`src/rtl/audser_pkg.sv`:
```
package audser_pkg;
  typedef enum logic [2:0] {
    FMT_LJ   = 3'd0,
    FMT_RJ   = 3'd1,
    FMT_I2S  = 3'd2,
    FMT_DSPE = 3'd3,
    FMT_DSPL = 3'd4
  } fmt_e;

  function automatic logic [5:0] word_len(input logic [1:0] code);
    case (code)
      2'd0:    return 6'd16;
      2'd1:    return 6'd20;
      2'd2:    return 6'd24;
      default: return 6'd32;
    endcase
  endfunction
endpackage

```
`src/rtl/audser_timing.sv`:
```
module audser_timing #(
  parameter int CNT_W = 9
) (
  input  logic             clk_i,
  input  logic             rst_ni,
  input  logic             lrclk_i,
  input  logic             frame_mode_i,
  output logic             edge_o,
  output logic             rise_o,
  output logic             seen_o,
  output logic             lr_prev_o,
  output logic [CNT_W-1:0] cnt_o,
  output logic [CNT_W-1:0] len_end_o
);
  localparam logic [CNT_W-1:0] CNT_MAX = {CNT_W{1'b1}};

  logic             lr_q, seen_q;
  logic [CNT_W-1:0] cnt_q;

  always_comb begin
    rise_o    = lrclk_i & ~lr_q;
    edge_o    = frame_mode_i ? rise_o : (lrclk_i ^ lr_q);
    len_end_o = (cnt_q == CNT_MAX) ? CNT_MAX : cnt_q + 1'b1;
    cnt_o     = edge_o ? '0 : len_end_o;
    seen_o    = seen_q;
    lr_prev_o = lr_q;
  end

  always_ff @(negedge clk_i or negedge rst_ni) begin
    if (!rst_ni) begin
      lr_q   <= 1'b0;
      cnt_q  <= '0;
      seen_q <= 1'b0;
    end else begin
      lr_q  <= lrclk_i;
      cnt_q <= cnt_o;
      if (edge_o) seen_q <= 1'b1;
    end
  end
endmodule

```
`src/rtl/audser_len_hist.sv`:
```
module audser_len_hist #(
  parameter int CNT_W = 9
) (
  input  logic             clk_i,
  input  logic             rst_ni,
  input  logic             store_i,
  input  logic             wr_ch_i,
  input  logic [CNT_W-1:0] len_i,
  input  logic             rd_ch_i,
  output logic [CNT_W-1:0] len_o,
  output logic             vld_o
);
  // one measured phase length per channel (index 1 = left)
  for (genvar g = 0; g < 2; g++) begin : g_ch
    logic [CNT_W-1:0] len_r;
    logic             vld_r;
    always_ff @(negedge clk_i or negedge rst_ni) begin
      if (!rst_ni) begin
        len_r <= '0;
        vld_r <= 1'b0;
      end else if (store_i && (wr_ch_i == 1'(g))) begin
        len_r <= len_i;
        vld_r <= 1'b1;
      end
    end
  end

  assign len_o = rd_ch_i ? g_ch[1].len_r : g_ch[0].len_r;
  assign vld_o = rd_ch_i ? g_ch[1].vld_r : g_ch[0].vld_r;
endmodule

```
`src/rtl/audser_bitsel.sv`:
```
module audser_bitsel
  import audser_pkg::*;
#(
  parameter int DW    = 32,
  parameter int CNT_W = 9
) (
  input  logic [2:0]       fmt_i,
  input  logic [1:0]       wl_i,
  input  logic [CNT_W-1:0] cnt_i,
  input  logic             lr_i,
  input  logic [CNT_W-1:0] prev_len_i,
  input  logic             prev_vld_i,
  input  logic [DW-1:0]    left_i,
  input  logic [DW-1:0]    right_i,
  output logic             bit_o
);
  logic [CNT_W-1:0] wl, wl2, off, pos;
  logic             ok, dsp;
  logic [DW-1:0]    word, sh;

  always_comb begin
    wl   = CNT_W'(word_len(wl_i));
    wl2  = wl << 1;
    ok   = 1'b1;
    dsp  = 1'b0;
    off  = '0;
    case (fmt_i)
      FMT_I2S:  off = CNT_W'(1);
      FMT_RJ: begin
        ok  = prev_vld_i && (prev_len_i >= wl);
        off = prev_len_i - wl;
      end
      FMT_DSPE: begin
        dsp = 1'b1;
        off = CNT_W'(1);
      end
      FMT_DSPL: dsp = 1'b1;
      default:  off = '0;
    endcase

    pos   = cnt_i - off;
    word  = lr_i ? left_i : right_i;
    sh    = '0;
    bit_o = 1'b0;
    if (ok && (cnt_i >= off)) begin
      if (!dsp) begin
        if (pos < wl) begin
          sh    = word << pos;
          bit_o = sh[DW-1];
        end
      end else if (pos < wl) begin
        sh    = left_i << pos;
        bit_o = sh[DW-1];
      end else if (pos < wl2) begin
        sh    = right_i << (pos - wl);
        bit_o = sh[DW-1];
      end
    end
  end
endmodule

```
`src/rtl/audio_serializer.sv`:
```
module audio_serializer
  import audser_pkg::*;
#(
  parameter int DW        = 32,   // sample input width, at least 32
  parameter int MAX_PHASE = 256   // longest interval measured exactly
) (
  input  logic          bclk_i,
  input  logic          rst_ni,
  input  logic          lrclk_i,
  input  logic [2:0]    fmt_i,
  input  logic [1:0]    wl_i,
  input  logic [DW-1:0] left_i,
  input  logic [DW-1:0] right_i,
  output logic          dout_o,
  output logic          cfg_err_o,
  output logic          short_err_o
);
  localparam int CNT_W = $clog2(MAX_PHASE) + 1;

  logic             dsp, edge_s, rise_s, seen_s, lr_prev;
  logic [CNT_W-1:0] cnt, len_end, prev_len, wl, need;
  logic             prev_vld, bit_s, err_set, store;
  logic [DW-1:0]    hold_l, hold_r, smp_l, smp_r;
  logic             dout_q, err_q;

  assign dsp = (fmt_i == FMT_DSPE) || (fmt_i == FMT_DSPL);
  assign cfg_err_o = (fmt_i > 3'd4) || ((fmt_i == FMT_RJ) && (wl_i == 2'd3));

  audser_timing #(.CNT_W(CNT_W)) u_timing (
    .clk_i       (bclk_i),
    .rst_ni      (rst_ni),
    .lrclk_i     (lrclk_i),
    .frame_mode_i(dsp),
    .edge_o      (edge_s),
    .rise_o      (rise_s),
    .seen_o      (seen_s),
    .lr_prev_o   (lr_prev),
    .cnt_o       (cnt),
    .len_end_o   (len_end)
  );

  assign store = edge_s && seen_s && !dsp;

  audser_len_hist #(.CNT_W(CNT_W)) u_hist (
    .clk_i  (bclk_i),
    .rst_ni (rst_ni),
    .store_i(store),
    .wr_ch_i(lr_prev),
    .len_i  (len_end),
    .rd_ch_i(lrclk_i),
    .len_o  (prev_len),
    .vld_o  (prev_vld)
  );

  // new pair is used directly on the capture edge
  assign smp_l = rise_s ? left_i  : hold_l;
  assign smp_r = rise_s ? right_i : hold_r;

  audser_bitsel #(.DW(DW), .CNT_W(CNT_W)) u_bitsel (
    .fmt_i     (fmt_i),
    .wl_i      (wl_i),
    .cnt_i     (cnt),
    .lr_i      (lrclk_i),
    .prev_len_i(prev_len),
    .prev_vld_i(prev_vld),
    .left_i    (smp_l),
    .right_i   (smp_r),
    .bit_o     (bit_s)
  );

  always_comb begin
    wl = CNT_W'(word_len(wl_i));
    if (dsp) need = (wl << 1) + CNT_W'(fmt_i == FMT_DSPE);
    else     need = wl + CNT_W'(fmt_i == FMT_I2S);
  end

  assign err_set = edge_s && seen_s && (len_end < need) && !cfg_err_o;

  always_ff @(negedge bclk_i or negedge rst_ni) begin
    if (!rst_ni) begin
      hold_l <= '0;
      hold_r <= '0;
      dout_q <= 1'b0;
      err_q  <= 1'b0;
    end else begin
      if (rise_s) begin
        hold_l <= left_i;
        hold_r <= right_i;
      end
      dout_q <= !cfg_err_o && (seen_s || edge_s) && bit_s;
      err_q  <= err_q | err_set;
    end
  end

  assign dout_o      = dout_q;
  assign short_err_o = err_q;
endmodule

```
`config.mk`:
```
export PLATFORM = sky130hd
export DESIGN_NAME = audio_serializer
export DESIGN_NICKNAME = d
export VERILOG_FILES = /design/src/rtl/audser_pkg.sv /design/src/rtl/audser_timing.sv /design/src/rtl/audser_len_hist.sv /design/src/rtl/audser_bitsel.sv /design/src/rtl/audio_serializer.sv
export SDC_FILE = /design/constraint.sdc
export NUM_CORES = 1
export LEC_CHECK = 0
export BUFFER_PORTS_ARGS = -buffer_cell sky130_fd_sc_hd__buf_2
export CAP_MARGIN = 20
export CORE_UTILIZATION = 30
export CTS_BUF_LIST = sky130_fd_sc_hd__clkbuf_2
export CTS_CLUSTER_SIZE = 14
export DETAILED_ROUTE_END_ITERATION = 8
export HOLD_SLACK_MARGIN = 0.03
export PLACE_DENSITY = 0.47
export SYNTH_ARGS = -nofsm -noshare
export SYNTH_HDL_FRONTEND = slang
export SYNTH_HIERARCHICAL = 1
export SYNTH_SLANG_ARGS = --single-unit
export TNS_END_PERCENT = 30
```
`constraint.sdc`:
```
create_clock -name bclk_i -period 9.9 [get_ports bclk_i]
set_input_delay 1.485 -clock bclk_i [delete_from_list [all_inputs] [get_ports bclk_i]]
set_output_delay 1.485 -clock bclk_i [all_outputs]
set_load 0.01 [all_outputs]
```
Word-level counts from Yosys, hierarchy flattened:

Cells that the tools add are included.

* flip-flop bits (word level): 97
* output and inout bits: 3
* bits in read-only memories: 0
* RAM bits: 0
* memories: 0
* latch bits: 0
* word-level logic and storage cells: 75
* input bits: 72

* multiply operators: 0
* bitwise gates (word level): 4
* add/subtract/negate cells: 6
* $lt $le $gt $ge: 6
* shifts and indexed selects: 3
* reductions and logical operators: 19
* div/mod/pow operators: 0
* equal/unequal tests: 8
* muxes and demuxes: 18

Operators by type and width (count)
* $mux W32: 3
* $shl A32 B9 Y32: 3
* $mux W9: 3
* $pmux W6 S3: 1
* $pmux W9 S2: 1
* $sub A9 B6 Y9: 2
* $logic_and A1 B1 Y1: 11
* $add A9 B1 Y9 const B: 1
* $eq A9 B9 Y1 const B: 1
* $ge A9 B6 Y1: 1
* $ge A9 B9 Y1: 1
* $lt A9 B6 Y1: 1
* $lt A9 B7 Y1: 1
* $lt A9 B9 Y1: 1
* $mux W1: 9
* $sub A9 B9 Y9: 1
* $add A7 B1 Y8: 1
* $mux W8: 1
* $add A6 B1 Y7: 1
* $eq A3 B2 Y1 const B: 2
* $eq A2 B2 Y1 const B: 2
* $reduce_or A2 Y1: 2
* $eq A3 B1 Y1 const B: 1
* $eq A3 B3 Y1 const B: 1
* other kinds (9): 12

Longest topological paths before layout:

Gate-level depths: netlist of run 1.

* depth after elaboration: 12
* mapped depth: 24
* gate-level depth less buffers: 22

By module:

Netlist of run 1, hierarchy kept.

By module, submodules not included
* audio_serializer: area each 2671.3 µm², seq. area each 1651.6 µm², instances 1, cells an instance 170
* audser_bitsel: area each 1656.6 µm², seq. area each 0.0 µm², instances 1, cells an instance 175
* audser_len_hist: area each 865.8 µm², seq. area each 500.5 µm², instances 1, cells an instance 54
* audser_timing: area each 586.8 µm², seq. area each 275.3 µm², instances 1, cells an instance 61

==> flow_summary_export.csv, run 1 <==
group,metric,value,unit
worst_setup_path,start_kind,"input pin",
place,portBuffers,74,
clock_network,cts_tree,"built",
yosys,synth-seq-area-share,42.0,%
worst_setup_path,cp.arrival,5130,ps
run_status,status,"complete, no violations",
die,fp.dieH,141,µm
final_layout,fin_cells,836,
min_path,min_path_type,"reg2reg",
detailed_routing,drt_iter0_drc,148,
timing,finalSetupViolations,0,
die,initial_core_util,30.8,%
final_layout,regArea,2430,µm²
detailed_routing,avgViaCountPerCell,5.03,
final_layout,layout-drive-gt1-share,50.0,%
die,row_count,50,
detailed_routing,top_layer_used,"met4",
timing,slew_viol_final,0,
timing,fin_tns_setup,0,ps
grt,antenna_found_initial,0,
yosys,synth.largest_area_cell,"dfrtn_1",
yosys,avgSynthCellArea,12.6,µm²
yosys,ys_ff_latch,97,
die,core,18800,µm²
grt,grt_max_degree,65,
detailed_routing,remaining_drc_errors,0,
clock_network,clk_latency,520,ps
timing,grt_setup_unrepaired,"no",
final_layout,nets,700,
yosys,synth_area,5780,µm²
clock_network,htree_levels,3,
detailed_routing,dr.pass1.iters,4,
yosys,synth_warnings,6,
grt,grt_pass1_vias,4495,
worst_setup_path,r2r_setup_slack,5330,ps
power_and_ir_drop,cellLeakagePower,3.23,nW
run,maxCapViolCount,0,
grt,grt_pass1_wl,23400,µm
detailed_routing,wl_met2,6990,µm
yosys,synth_area_leaders,"dfrtn_1 (42%), mux2_2 (18%), mux4_1 (7.7%), ha_1 (5.8%), a21oi_1 (2.0%)",
final_layout,fillCellCount,1862,
clock_network,cts.sinks,97,
yosys,netlist.area_leader.share,42.0,%
timing,hold_viol,0,
worst_setup_path,r2r_start,"u_timing/cnt_q[0]$_DFF_NN0_",
final_layout,final_common_cell,"dfrtn_1",
worst_setup_path,worstPathRequired,5320,ps
power_and_ir_drop,ir_worst_vdd,69.7,µV
final_layout,antenna_cells,0,
clock_network,cts-root-buf,"clkbuf_2",
detailed_routing,num_vias,4205,
worst_setup_path,rr_worst_depth,18,
min_path,hold_end,"u_hist/g_ch[1].vld_r$_DFFE_NN0P_",
die,fp.dieW,141,µm
place,dp.cells,817,
yosys,post_synth_num_cell_types,63,
detailed_routing,drtAntennaViolNets,0,
detailed_routing,route.met3.wl,553,µm
worst_setup_path,worstSetupEndpointType,"flop",
clock_network,clk_pin_slew,170,ps
timing,clock_skew,19.3,ps
yosys,syn_inst,460,
final_layout,area_growth,24.4,%
power_and_ir_drop,p_per_area,189,nW/µm²
detailed_routing,wl,14300,µm
yosys,synth.net_count,562,
final_layout,multi_input_area,3380,µm²
clock_network,cts_made_buffers,9,
min_path,whs_path_depth,1,
detailed_routing,wl_per_cell,17.2,µm
timing,slew_headroom,44.2,%
clock_network,cts_buffer_depth,2,
worst_setup_path,criticalPathCategory,"in2reg",
timing,worst_slew_pin_slew,836,ps
min_path,hold_start,"u_hist/g_ch[1].vld_r$_DFFE_NN0P_",
yosys,synth_ff_type,"dfrtn_1",
die,pin_count,75,
place,dpl.hpwl,10900,µm
worst_setup_path,path_max_fanout,11,
die,dieArea,19800,µm²
worst_setup_path,r2r-end,"dout_o$_DFF_NN0_",
grt,grt_usage,15.3,%
final_layout,layout_common_cells,"dfrtn_1 (97), mux2_2 (92), buf_2 (73)",
yosys,synth_edf_count,0,
detailed_routing,met1Wirelength,6590,µm
yosys,async_reset_ff_share,100,%
place,gp_congestion,0.817,
grt,overflow,0,
layer usage:
metal  global-route usage [%]  vias up
li1                         -     1996
met1                     19.7     2118
met3                     2.79       14
met5                        0        -
met4                     5.09        0
met2                     26.1       77
report_power, final:
part / internal, mW / leakage [nW] / switching (mW)
Combinational: 0.370 / 1.99 / 0.302
Sequential: 0.456 / 1.17 / 0.0209
Clock: 0.0604 / 0.0669 / 0.149
Total: 0.886 / 3.23 / 0.472
what timing repair did:
action / in CTS / in global routing
resized for setup: 0 / 22
endpoints found under the setup margin: 0 / 1
hold buffers: 0 / 0
setup buffers: 0 / 4
synth_stat cells, types with 2 or more instances:
library cell and number:
ha_1 27, xor2_1 5, buf_6 2, nor3b_1 3, nand2_1 18, dfrtn_1 97
mux2_1 4, xnor2_1 4, a211oi_1 10, nand2b_1 9, o21a_1 3, fa_1 3
a21oi_1 23, and3_1 2, o21ai_1 3, and4_1 2, a22o_2 2, nand3_1 7
maj3_1 2, nor2_1 24, mux2i_1 2, mux4_1 17, mux4_2 4, a31oi_1 4
mux2_2 94, nor2b_1 5, clkbuf_1 4, o21ai_0 9, buf_2 8, or2_2 2
nor3_1 6, a21o_1 2, and2_1 3, o211ai_1 4, inv_1 16, or3_1 3
cell type report:
class | count | share of cell area [%]
multi-input combinational | 330 | 47.0
clock buffer | 9 | 0.626
clock inverter | 6 | 1.03
inverter | 18 | 0.939
sequential | 97 | 33.8
tap | 234 | 4.07
timing repair buffer | 142 | 12.6
worst max path at each step:
stage             start                to  slack [ps]  depth (start not counted)
4_1_cts         lrclk_i  dout_o$_DFF_NN0_          90                         20
6_report       fmt_i[1]  dout_o$_DFF_NN0_         190                         17
3_5_place_dp    lrclk_i  dout_o$_DFF_NN0_        -520                         20
2_1_floorplan   lrclk_i  dout_o$_DFF_NN0_         -80                         21
3_3_place_gp   fmt_i[1]  dout_o$_DFF_NN0_        -360                         20
5_1_grt         lrclk_i  dout_o$_DFF_NN0_           4                         20
worst max-delay path: stages:
cell	delay, ps
buf_2	120
nor2b_2	150
a22o_2	220
mux2i_2	160
buf_4	190
nor3_2	250
ha_1	380
xor2_4	290
buf_4	150
buf_4	100
mux4_1	300
mux2_1	310
mux4_2	520
o221ai_1	240
a2111oi_2	110
o21ai_1	90
nor2_1	60
metrics by stage:
stage	hold slack [ps]	util, %	power, mW	setup slack [ps]	instance area (µm²)
5_1_grt	442	38.3	1.46	3.71	7190
4_1_cts	421	37.6	1.34	90.2	7060
3_3_place_gp	405	37.0	1.11	-359	6940
6_report	417	38.3	1.36	193	7190
2_1_floorplan	387	-	0.885	-80.7	5890
3_5_place_dp	415	37.0	1.12	-515	6940
flip-flops by register name, indices dropped and copies added (netlist names):
| signal | count |
|---|---|
| hold_l | 32 |
| u_timing/seen_o | 1 |
| dout_o | 1 |
| hold_r | 32 |
| u_timing/lr_prev_o | 1 |
| u_hist/g_ch.len_r | 18 |
| u_hist/g_ch.vld_r | 2 |
| u_timing/cnt_q | 9 |
| short_err_o | 1 |
cells by family after synthesis:
| group | count (synthesis) | synth area share [%] |
|---|---|---|
| xor+xnor | 10 | 1.65 |
| simple gates | 95 | 9.13 |
| mux | 121 | 28.7 |
| flops | 97 | 42.0 |
| fa+ha+maj | 32 | 7.23 |
| compound gates | 72 | 8.42 |
| buf+inv | 33 | 2.86 |
Note: power is estimated with default switching activity, not from simulation.
==> run 2: changes to the inputs <==
--- a/config.mk
+++ b/config.mk
@@ -6,7 +6,6 @@
 export NUM_CORES = 1
 export LEC_CHECK = 0
 export BUFFER_PORTS_ARGS = -buffer_cell sky130_fd_sc_hd__buf_2
-export CAP_MARGIN = 20
 export CORE_UTILIZATION = 30
 export CTS_BUF_LIST = sky130_fd_sc_hd__clkbuf_2
 export CTS_CLUSTER_SIZE = 14
==> constraint.sdc (replaced) <==
create_clock -name bclk_i -period 9.9 [get_ports bclk_i]
set_input_delay 1.485 -clock bclk_i [delete_from_list [all_inputs] [get_ports bclk_i]]
set_output_delay 1.485 -clock bclk_i [all_outputs]
set_load 0.02 [all_outputs]
==> flow_summary_export.csv, run 2 (synthesis results as in run 1) <==
group,metric,value,unit
clock_network,hold_buffers,0,
final_layout,fillCellCount,1846,
final_layout,nets,693,
final_layout,layout-drive-gt1-share,46.6,%
final_layout,postLayoutCellArea,7060,µm²
power_and_ir_drop,ir_worst_vdd,85.9,µV
grt,grt_pass1_vias,4535,
grt,grt_max_degree,73,
power_and_ir_drop,cellLeakagePower,3.19,nW
grt,antenna_found_initial,1,
clock_network,htree_levels,3,
timing,clock_skew,28.9,ps
place,dpl.hpwl,10800,µm
worst_setup_path,r2r_start,"u_timing/cnt_q[0]$_DFF_NN0_",
die,initial_core_util,30.8,%
timing,grt_setup_unrepaired,"no",
detailed_routing,num_vias,4106,
detailed_routing,avgViaCountPerCell,4.95,
timing,hold-worst-slack,426,ps
die,fp.dieH,141,µm
clock_network,cts_tree,"built",
final_layout,final_common_cell,"dfrtn_1",
timing,slew_viol_final,0,
die,pin_count,75,
detailed_routing,dr.pass1.iters,4,
power_and_ir_drop,p_per_area,185,nW/µm²
worst_setup_path,cp.arrival,5070,ps
final_layout,reg_top3,"hold_l x32, hold_r x32, u_hist/g_ch.len_r x18",
final_layout,utilization,37.6,%
worst_setup_path,slowest_stage,"ha_1",
detailed_routing,wl_per_cell,17.1,µm
detailed_routing,remaining_drc_errors,0,
min_path,min_path_type,"reg2reg",
detailed_routing,drtAntennaViolNets,0,
worst_setup_path,r2r_setup_slack,5480,ps
timing,hold_viol,0,
grt,overflow,0,
die,fp.dieW,141,µm
worst_setup_path,path_max_fanout,6,
final_layout,fin_cells,830,
timing,finalSetupViolations,0,
die,core,18800,µm²
worst_setup_path,start_kind,"input pin",
timing,slew_headroom,38.8,%
final_layout,layout_common_cells,"dfrtn_1 (97), mux2_2 (92), buf_2 (73)",
place,gp_congestion,0.883,
power_and_ir_drop,finalPower,1.31,mW
clock_network,postCtsSetupRepairBufs,0,
grt,grt_pass1_wl,23400,µm
timing,worst_slew_pin_slew,918,ps
run_status,status,"complete, no violations",
clock_network,cts_buffer_depth,2,
clock_network,clk_latency,510,ps
worst_setup_path,criticalPathCategory,"in2reg",
worst_setup_path,worstSetupEndpointType,"flop",
run,maxCapViolCount,0,
place,dp.cells,814,
clock_network,cts_made_buffers,9,
detailed_routing,wl,14200,µm
die,dieArea,19800,µm²
place,placed_area,6940,µm²
final_layout,area_growth,22.1,%
worst_setup_path,critPathLaunch,"lrclk_i",
clock_network,cts.sinks,97,
worst_setup_path,worstPathRequired,5320,ps
worst_setup_path,cpPeakStageDelay,420,ps
min_path,hold_start,"u_hist/g_ch[0].vld_r$_DFFE_NN0P_",
detailed_routing,drt_iter0_drc,149,
worst_setup_path,path_cells,"buf_2 > mux2_4 > inv_1 > ha_1 > inv_1 > fa_1 > buf_4 > xnor2_1 > nand2_1 > ha_1 > nand3_1 > a21oi_1 > o21ai_2 > nor2_1 > ha_2 > nand2b_4 > o31ai_4 > a211oi_1 > o22ai_1 > o211ai_1 > a2111oi_1 > o21ai_1 > nor2_1",
clock_network,cts-root-buf,"clkbuf_2",
place,portBuffers,74,
grt,grt_usage,15.2,%
clock_network,clk_pin_slew,180,ps
die,row_count,50,
## run 2: power by group
group	switching (mW)	total, mW	internal [mW]
Combinational	0.285	0.636	0.351
Sequential	0.0210	0.477	0.456
Clock	0.140	0.196	0.0558
## run 2: cell type report
type / instances / area (µm²) / share of cell area [%]
well taps: 234 / 293 / 4.15
diodes: 1 / 2.50 / 0.0355
clock inverters: 6 / 58.8 / 0.833
inverters: 18 / 67.6 / 0.957
repair buffers: 135 / 881 / 12.5
flip-flops and latches: 97 / 2430 / 34.4
multi-input cells: 330 / 3280 / 46.5
clock buffers: 9 / 45.0 / 0.638
## run 2: per-layer routing
layer  part of all wire [%]  track usage (%)
met5                      0                0
met3                    3.3             3.09
met4                    1.5             4.58
met1                     48             20.2
met2                     47             25.1
## run 2: worst paths after layout
path                       cells after the start                          endpoint
hold reg to reg                                1  u_hist/g_ch[0].vld_r$_DFFE_NN0P_
setup reg to reg                              19                  dout_o$_DFF_NN0_
setup / recovery                              23                  dout_o$_DFF_NN0_
min in group asynchronous                      1       u_timing/cnt_q[3]$_DFF_NN0_
max in group asynchronous                      2               hold_r[7]$_DFF_NN0_
hold / removal                                 1  u_hist/g_ch[0].vld_r$_DFFE_NN0P_
## run 2: what timing repair did
item                       in CTS  in global routing
setup endpoints to repair       0                  1
gates resized for setup         0                  4
hold endpoints to repair        0                  0
## run 2: stage by stage
stage          setup TNS [ps]  worst slack (ps)
4_1_cts                     0               197
6_report                    0               254
5_1_grt                     0              29.9
3_3_place_gp             -334              -334
2_1_floorplan           -64.7             -64.7
3_5_place_dp             -455              -455
## run 2: worst max-delay path, delay by kind of cell
kind	cells	cell delay (ps)
xor gates and xnor gates	1	140
and+or+nand+nor	5	590
AOI/OAI and AO/OA	8	920
adders and majority gates	4	1200
buffers and inverters	4	440
muxes	1	310
==> run 3: changes to the inputs <==
==> constraint.sdc (replaced) <==
create_clock -name bclk_i -period 11.8 [get_ports bclk_i]
set_input_delay 1.77 -clock bclk_i [delete_from_list [all_inputs] [get_ports bclk_i]]
set_output_delay 1.77 -clock bclk_i [all_outputs]
set_load 0.02 [all_outputs]
==> flow_summary_export.csv, run 3 (synthesis results as in run 1) <==
group,metric,value,unit
place,dpl.hpwl,10100,µm
final_layout,utilization,35.3,%
timing,fin_ws,576,ps
grt,grt_usage,14.7,%
final_layout,area_growth,14.7,%
timing,slew_viol_final,0,
clock_network,cts_tree,"built",
detailed_routing,drtAntennaViolNets,0,
worst_setup_path,cpPeakStageDelay,450,ps
detailed_routing,dr.pass1.iters,5,
clock_network,cts.sinks,97,
detailed_routing,num_vias,4020,
clock_network,cts_made_buffers,9,
clock_network,ctsResizeCount,0,
final_layout,reg_top3,"hold_l x32, hold_r x32, u_hist/g_ch.len_r x18",
detailed_routing,remaining_drc_errors,0,
timing,grt_setup_unrepaired,"no",
final_layout,layout_common_cells,"dfrtn_1 (97), mux2_2 (94), buf_2 (73)",
detailed_routing,avgViaCountPerCell,5.08,
die,core,18800,µm²
final_layout,layout-drive-gt1-share,40.8,%
final_layout,fin_cells,792,
min_path,min_path_type,"reg2reg",
worst_setup_path,crit_family,"compound AO/OA/AOI/OAI gates",
detailed_routing,drt_iter0_drc,213,
timing,slew_headroom,44.8,%
power_and_ir_drop,p_per_area,151,nW/µm²
worst_setup_path,criticalPathCategory,"in2reg",
worst_setup_path,path_max_fanout,6,
worst_setup_path,path_cells,"buf_2 > mux2_2 > inv_1 > ha_1 > inv_1 > fa_1 > maj3_1 > a21oi_1 > xor2_1 > nand2_1 > ha_1 > nor3_1 > o21a_1 > a211oi_1 > o2111ai_1 > o22ai_1 > o211ai_1 > a2111oi_1 > o21ai_0 > nor2_1",
power_and_ir_drop,finalPower,0.999,mW
final_layout,final_common_cell,"dfrtn_1",
worst_setup_path,worstPathRequired,6470,ps
place,portBuffers,74,
clock_network,hold_buffers,0,
die,fp.dieW,141,µm
final_layout,nets,655,
timing,fin_tns_setup,0,ps
clock_network,htree_levels,3,
worst_setup_path,start_kind,"input pin",
power_and_ir_drop,ir_worst_vdd,65.3,µV
clock_network,cts-root-buf,"clkbuf_2",
worst_setup_path,worstSetupEndpointType,"flop",
place,pre_cts_ws,37.3,ps
die,pin_count,75,
grt,grt_pass1_vias,4138,
clock_network,clk_latency,520,ps
grt,grt_max_degree,65,
final_layout,postLayoutCellArea,6630,µm²
detailed_routing,wl,13500,µm
run,maxCapViolCount,0,
timing,worst_slew_pin_slew,828,ps
detailed_routing,wl_per_cell,17.1,µm
die,initial_core_util,30.8,%
worst_setup_path,slowest_stage,"a211oi_1",
run_status,status,"complete, no violations",
timing,hold-worst-slack,414,ps
die,dieArea,19800,µm²
clock_network,clk_pin_slew,160,ps
clock_network,postCtsSetupRepairBufs,0,
die,fp.dieH,141,µm
worst_setup_path,cp.arrival,5890,ps
grt,overflow,0,
die,row_count,50,
timing,finalSetupViolations,0,
clock_network,cts_buffer_depth,2,
place,dp.cells,776,
timing,clock_skew,27.2,ps
power_and_ir_drop,cellLeakagePower,2.97,nW
grt,grt_pass1_wl,22100,µm
worst_setup_path,crit_buf_inv,3,
place,gp_congestion,0.838,
timing,hold_viol,0,
grt,antenna_found_initial,1,
place,placed_area,6540,µm²
run 3: area by class of cell:
class | count | area (µm²)
Fill cell | 1884 | 12100
Multi-Input combinational cell | 330 | 3190
Sequential cell | 97 | 2430
Timing Repair Buffer | 97 | 558
Tap cell | 234 | 293
Inverter | 18 | 67.6
Clock inverter | 6 | 47.5
Clock buffer | 9 | 45.0
Antenna cell | 1 | 2.50
run 3: metal layers:
| metal | vias to the layer above | GRT usage (%) | share of wire (%) |
|---|---|---|---|
| li1 | 1918 | - | - |
| met1 | 1991 | 18.9 | 46 |
| met2 | 97 | 23.8 | 48 |
| met3 | 14 | 3.84 | 4.8 |
| met4 | 0 | 5.09 | 1.6 |
| met5 | - | 0 | 0 |
run 3: worst paths after layout:
| kind | start | endpoint | slack (ps) | cells past startpoint |
|---|---|---|---|---|
| worst min-delay path | u_hist/g_ch[1].vld_r$_DFFE_NN0P_ | u_hist/g_ch[1].vld_r$_DFFE_NN0P_ | 410 | 1 |
| max in group asynchronous | rst_ni | hold_r[4]$_DFF_NN0_ | 3690 | 2 |
| worst max register to register | u_timing/cnt_q[0]$_DFF_NN0_ | dout_o$_DFF_NN0_ | 7220 | 18 |
| worst max-delay path | lrclk_i | dout_o$_DFF_NN0_ | 580 | 20 |
| worst min register to register | u_hist/g_ch[1].vld_r$_DFFE_NN0P_ | u_hist/g_ch[1].vld_r$_DFFE_NN0P_ | 410 | 1 |
| min in group asynchronous | rst_ni | u_timing/cnt_q[5]$_DFF_NN0_ | 7030 | 1 |
run 3: report_power, final:
part / total (mW) / leakage [nW] / switching (mW) / internal [mW]
clock network: 0.152 / 0.0612 / 0.123 / 0.0298
registers: 0.400 / 1.17 / 0.0174 / 0.382
logic: 0.447 / 1.73 / 0.215 / 0.231
